===== src/rtl/e3_oh_pkg.sv =====
package e3_oh_pkg;

    localparam int unsigned FRAME_BITS = 1536;
    localparam int unsigned FAS_LEN    = 10;
    localparam int unsigned OH_BITS    = FAS_LEN + 2;
    localparam int unsigned POS_W      = $clog2(FRAME_BITS);

    localparam logic [FAS_LEN-1:0] FAS_PATTERN = 10'b1111010000;

    typedef logic [POS_W-1:0] pos_t;

    typedef enum logic [1:0] {
        SLOT_FAS     = 2'd0,
        SLOT_ALARM   = 2'd1,
        SLOT_NAT     = 2'd2,
        SLOT_PAYLOAD = 2'd3
    } slot_e;

endpackage


===== src/rtl/e3_frame_cnt.sv =====
module e3_frame_cnt
    import e3_oh_pkg::*;
#(
    parameter int unsigned FRAME_LEN = FRAME_BITS,
    parameter int unsigned FAS_W     = FAS_LEN,
    localparam int unsigned CNT_W    = $clog2(FRAME_LEN),
    localparam int unsigned OH_LEN   = FAS_W + 2
) (
    input  logic             clk,
    input  logic             rst,
    output logic [CNT_W-1:0] pos,
    output slot_e            slot,
    output logic             frame_stb,
    output logic             en_stb,
    output logic             rdy_stb
);

    typedef struct packed {
        logic [CNT_W-1:0] pos;
    } cnt_state_t;

    localparam logic [CNT_W-1:0] LAST_POS  = CNT_W'(FRAME_LEN - 1);
    localparam logic [CNT_W-1:0] ALARM_POS = CNT_W'(FAS_W);
    localparam logic [CNT_W-1:0] NAT_POS   = CNT_W'(FAS_W + 1);
    localparam logic [CNT_W-1:0] PAY_POS   = CNT_W'(OH_LEN);

    cnt_state_t st_d, st_q;

    always_comb begin
        st_d = st_q;
        if (rst) begin
            st_d.pos = '0;
        end else if (st_q.pos == LAST_POS) begin
            st_d.pos = '0;
        end else begin
            st_d.pos = st_q.pos + 1'b1;
        end
    end

    always_ff @(posedge clk) begin
        st_q <= st_d;
    end

    always_comb begin
        if (st_q.pos < ALARM_POS) begin
            slot = SLOT_FAS;
        end else if (st_q.pos == ALARM_POS) begin
            slot = SLOT_ALARM;
        end else if (st_q.pos == NAT_POS) begin
            slot = SLOT_NAT;
        end else begin
            slot = SLOT_PAYLOAD;
        end
    end

    assign pos       = st_q.pos;
    assign frame_stb = !rst && (st_q.pos == '0);
    assign en_stb    = !rst && ((slot == SLOT_ALARM) || (slot == SLOT_NAT));
    assign rdy_stb   = !rst && (st_q.pos >= PAY_POS);

endmodule


===== src/rtl/e3_oh_select.sv =====
module e3_oh_select
    import e3_oh_pkg::*;
#(
    parameter int unsigned FAS_W                = FAS_LEN,
    parameter logic [FAS_W-1:0] FAS_BITS        = FAS_PATTERN,
    parameter int unsigned CNT_W                = POS_W
) (
    input  logic [CNT_W-1:0] pos,
    input  slot_e            slot,
    input  logic             payload_in,
    input  logic             ferf_in,
    input  logic             dl_in,
    input  logic             n_sel,
    input  logic             oh_data,
    input  logic             oh_ins,
    output logic             bit_out
);

    logic [FAS_W-1:0] fas_by_pos;
    logic             fas_bit;
    logic             alarm_bit;
    logic             nat_bit;

    // Reverse the pattern so index equals frame position (first bit sent first).
    for (genvar gi = 0; gi < FAS_W; gi++) begin : g_fas
        assign fas_by_pos[gi] = FAS_BITS[FAS_W-1-gi];
    end

    always_comb begin
        fas_bit = 1'b0;
        for (int i = 0; i < FAS_W; i++) begin
            if (pos == CNT_W'(i)) begin
                fas_bit = fas_by_pos[i];
            end
        end
    end

    always_comb begin
        alarm_bit = oh_ins ? oh_data : ferf_in;
    end

    always_comb begin
        if (oh_ins) begin
            nat_bit = oh_data;
        end else if (n_sel) begin
            nat_bit = 1'b1;
        end else begin
            nat_bit = dl_in;
        end
    end

    always_comb begin
        unique case (slot)
            SLOT_FAS:     bit_out = fas_bit;
            SLOT_ALARM:   bit_out = alarm_bit;
            SLOT_NAT:     bit_out = nat_bit;
            SLOT_PAYLOAD: bit_out = payload_in;
            default:      bit_out = 1'b0;
        endcase
    end

endmodule


===== src/rtl/e3_oh_mux.sv =====
module e3_oh_mux
    import e3_oh_pkg::*;
#(
    parameter int unsigned FRAME_LEN        = FRAME_BITS,
    parameter int unsigned FAS_W            = FAS_LEN,
    parameter logic [FAS_W-1:0] FAS_BITS    = FAS_PATTERN
) (
    input  logic clk,
    input  logic rst,
    input  logic payload_in,
    output logic payload_rdy,
    input  logic ferf_in,
    input  logic dl_in,
    input  logic n_sel,
    input  logic oh_data,
    input  logic oh_ins,
    output logic oh_frame,
    output logic oh_en,
    output logic oh_clk,
    output logic line_out
);

    localparam int unsigned CNT_W = $clog2(FRAME_LEN);

    typedef struct packed {
        logic line;
        logic ohclk;
    } out_state_t;

    logic [CNT_W-1:0] pos;
    slot_e            slot;
    logic             frame_stb;
    logic             en_stb;
    logic             rdy_stb;
    logic             sel_bit;

    out_state_t st_d, st_q;

    e3_frame_cnt #(
        .FRAME_LEN (FRAME_LEN),
        .FAS_W     (FAS_W)
    ) u_cnt (
        .clk       (clk),
        .rst       (rst),
        .pos       (pos),
        .slot      (slot),
        .frame_stb (frame_stb),
        .en_stb    (en_stb),
        .rdy_stb   (rdy_stb)
    );

    e3_oh_select #(
        .FAS_W    (FAS_W),
        .FAS_BITS (FAS_BITS),
        .CNT_W    (CNT_W)
    ) u_sel (
        .pos        (pos),
        .slot       (slot),
        .payload_in (payload_in),
        .ferf_in    (ferf_in),
        .dl_in      (dl_in),
        .n_sel      (n_sel),
        .oh_data    (oh_data),
        .oh_ins     (oh_ins),
        .bit_out    (sel_bit)
    );

    always_comb begin
        st_d = st_q;
        if (rst) begin
            st_d.line  = 1'b0;
            st_d.ohclk = 1'b0;
        end else begin
            st_d.line  = sel_bit;
            st_d.ohclk = en_stb;
        end
    end

    always_ff @(posedge clk) begin
        st_q <= st_d;
    end

    assign payload_rdy = rdy_stb;
    assign oh_frame    = frame_stb;
    assign oh_en       = en_stb;
    assign oh_clk      = st_q.ohclk;
    assign line_out    = st_q.line;

endmodule


===== config.mk =====
export PLATFORM = sky130hd
export DESIGN_NAME = e3_oh_mux
export DESIGN_NICKNAME = d
export VERILOG_FILES = /design/src/rtl/e3_oh_pkg.sv /design/src/rtl/e3_frame_cnt.sv /design/src/rtl/e3_oh_select.sv /design/src/rtl/e3_oh_mux.sv
export SDC_FILE = /design/constraint.sdc
export NUM_CORES = 1
export LEC_CHECK = 0
export CAP_MARGIN = 25
export CORE_MARGIN = 10
export CORE_UTILIZATION = 56
export CTS_BUF_LIST = sky130_fd_sc_hd__clkbuf_16
export CTS_CLUSTER_SIZE = 8
export DETAILED_ROUTE_END_ITERATION = 6
export DONT_BUFFER_PORTS = 1
export GPL_TIMING_DRIVEN = 1
export HOLD_SLACK_MARGIN = 0.02
export PLACE_DENSITY = 0.71
export SLEW_MARGIN = 20
export SYNTH_ARGS = -nofsm -noshare
export SYNTH_HDL_FRONTEND = slang
export SYNTH_SLANG_ARGS = --single-unit

===== constraint.sdc =====
create_clock -name clk -period 3.1 [get_ports clk]
set_input_delay 0.62 -clock clk [delete_from_list [all_inputs] [get_ports clk]]
set_output_delay 0.62 -clock clk [all_outputs]
set_load 0.02 [all_outputs]

==> results.md <==
* # diodes at 0
* Die ar. at approximately 3200 um^2
* Area delta synth->final at 12.3%
* Worst-Margin Slew at 493 ps
* Final worst slack at a little under 300 ps
* Share of cells above drive strength 1 at between 10 and 15%
* Total GRT Usage at about a tenth
* Pleak at approximately 0.36 nW
* First-pass GRT wire length at ~2.4 mm
* Clock H-tree levels at 1
* Clock Latency Late Sink at 240 ps
* Buf+Inv Stages, Crit Path at 0
* Worst-path clk slew at around 40 ps
* CTS Buffer Depth at 2
* Post-route ant nets at 0
* Share of the synthesized area in the top cell type at around a third
* Worst Skew at 1.34 ps
* Port Buffers at 0
* Largest cells by area after synthesis: dfxtp_1 (34%), ha_1 (13%), nor2_1 (7.4%)
* Top cell type by total area after synthesis: dfxtp_1
* Post-layout nets at 110
* Hold crit path type: primary input to flop
* Ratio of final minimum period to clock period at approximately nine tenths
* Compound-Gate Fraction of Synth Area at 12.8%
* Core footprint at 1280 um^2
* Synth Area in XOR/XNOR at roughly 8%
* Register area share after synthesis at about a third
* WP data required at around 2500 ps
* CP max stage delay at between 500 and 600 ps
* Main combinational cell family by area after synthesis: simple AND/OR/NAND/NOR gates
* Most frequent cell after synthesis: nor2_1
* Rows at 13
* Library cells used by synthesis at 24
* CP startpoint kind: flop
* Remaining DRCs at 0
* Fin. Hold Viols at 0
* Adder-cell area share of the yosys netlist at 13.1%
* CP Cell Sequence: or4_4 > nor4_4 > and2_2 > ha_1 > nor2_1
* Number of synthesized flops with an enable pin at 0
* Total clock sinks at 13
* Vias in the first global route at slightly below 600
* GR Util met1 at 9.73%
* Max Fclk at 356 MHz
* Initial DRC Count at 7
* Endpoints failing setup at 0
* Mean Syn Cell Area at around 8.4 um^2
* TritonCTS buffer count at 3
* TNS Setup at 0 ps
* Slew HR at about two thirds
* Top cells by count, synth: nor2_1 (15), dfxtp_1 (13), ha_1 (8)
* Syn Nets at 107
* Total congestion overflow at 0
* Power per cell area at 525 nW/um^2
* Initial core utilization at ~59%
* Crit end category: primary output
* Slowest CP cell: or4_4
* Gate Count Post-Synth at 91
* Crit-path max FO at 6
* # Post-CTS Setup Buffers at 0
* Warnings, synthesis at 0
* Detail Placement HPWL at between 1 and 1.5 mm
* Routed WL at roughly 1.4 mm
* Fin. max-slew vios at 0
* Io pins at 13
* Max rail drop VDD at 483 uV
* Vias/cell at about 5.6
* Initial antenna violation count at 0
* CTS tree: yes
* Yosys reg bits at 13
* Largest net degree at the start of global routing at 11
* Grt met2 use at 14.0%
* RSZ-0062 raised after global routing: false
* Root buffer cell: clkbuf_16
* Mux cell area share after synthesis at 0%
* Routing usage on met3 at 5.39%
* Crit path DAT at roughly 2200 ps
* Place WS at 525 ps
* Ys async rst share at 0%
* Die Wd at approximately 57 um
* Drt pass-1 iters at 4
* Post-Synth Simple-Gate Area at 27.4%
* Vias at between 600 and 700
* Outcome: finished, final reports clean
* Most Crowded Layer GR: met2
* Family with the most delay on the worst path: simple AND/OR/NAND/NOR gates
* Max-cap viol count at 0
* Fin crit period at between 2000 and 3000 ps
* # hold bufs at CTS at 0
* Setup CP Type: flop to primary output
* Die Height at 56.9 um
* Cts repair resizes at 0
* Routed len/inst at between 10 and 15 um
* GP Congestion at approximately 0.76
* Synth Cell Area at 762 um^2
* Ys flop type: dfxtp_1
## logic make-up (layout without fill, tap and decap cells)
family	count (synthesis)	count (layout)
buf+inv	9	11
fa+ha+maj	8	8
flops	13	13
xor+xnor	7	7
compound gates	15	15
simple gates	39	39
## cell type report
class | instances | area, um^2
clock buffers | 3 | 75.1
repair buffers | 1 | 7.51
fillers | 109 | 429
inverters | 6 | 22.5
multi-input cells | 69 | 468
flip-flops and latches | 13 | 260
well taps | 15 | 18.8
clock inverters | 1 | 3.75
## worst paths after layout
kind	to	slack, ps	from	cells after the start
worst max-delay path	oh_en	290	u_cnt.pos[6]	5
worst max register to register	line_out	810	u_cnt.pos[6]	7
worst min-delay path	u_cnt.pos[8]	440	rst	1
worst min register to register	u_cnt.pos[8]	500	u_cnt.pos[8]	2
## worst register-to-register path, delay by kind of cell (launching register included)
family | cells | cell delay, ps
and+or+nand+nor | 3 | 970
DFF | 1 | 340
adders and majority gates | 1 | 230
AOI/OAI and AO/OA | 3 | 610
## cells in the final DEF, fill, tap and decap left out
| cell | instances |
|---|---|
| nor3_1 | 3 |
| a2111oi_1 | 1 |
| a21oi_1 | 5 |
| or3_1 | 1 |
| o21ai_0 | 5 |
| dfxtp_1 | 13 |
| nand2_1 | 7 |
| buf_4 | 1 |
| nand3_1 | 4 |
| nand4_1 | 2 |
| and2_2 | 2 |
| nand2b_2 | 1 |
| nor2_1 | 15 |
| xor2_1 | 2 |
| inv_1 | 7 |
| a31o_2 | 1 |
| a2111oi_0 | 1 |
| or4_1 | 1 |
| nor4b_1 | 1 |
| or4_4 | 1 |
| o211a_1 | 2 |
| ha_1 | 8 |
| xnor2_1 | 5 |
| nor4_4 | 1 |
| clkbuf_16 | 3 |
## metrics by stage
| stage | total power (W) | util, % | instance area [um^2] | hold WS (ps) | std cells |
|---|---|---|---|---|---|
| floorplan | 0.000207 | - | 762 | 467 | 91 |
| global placement | 0.000212 | 60.5 | 777 | 482 | 104 |
| detailed placement | 0.000212 | 60.5 | 777 | 497 | 104 |
| CTS | 0.000454 | 66.6 | 856 | 442 | 108 |
| global route | 0.000465 | 66.6 | 856 | 445 | 108 |
| finish | 0.000449 | 66.6 | 856 | 442 | 108 |
## per-layer routing
| metal | part of all wire, % | up-vias |
|---|---|---|
| li1 | - | 317 |
| met1 | 46 | 265 |
| met2 | 40 | 20 |
| met3 | 11 | 6 |
| met4 | 3.6 | 0 |
| met5 | 0 | - |
## flip-flops by register name (all words and copies together) (netlist names)
register	cells
oh_clk	1
u_cnt.pos	11
line_out	1
## report_power, final
part           switching [W]  internal, W
Combinational      0.0000144    0.0000128
Clock              0.0000707     0.000170
Sequential        0.00000849     0.000173
Total              0.0000935     0.000356
Note: power is estimated with default switching activity, not from simulation.
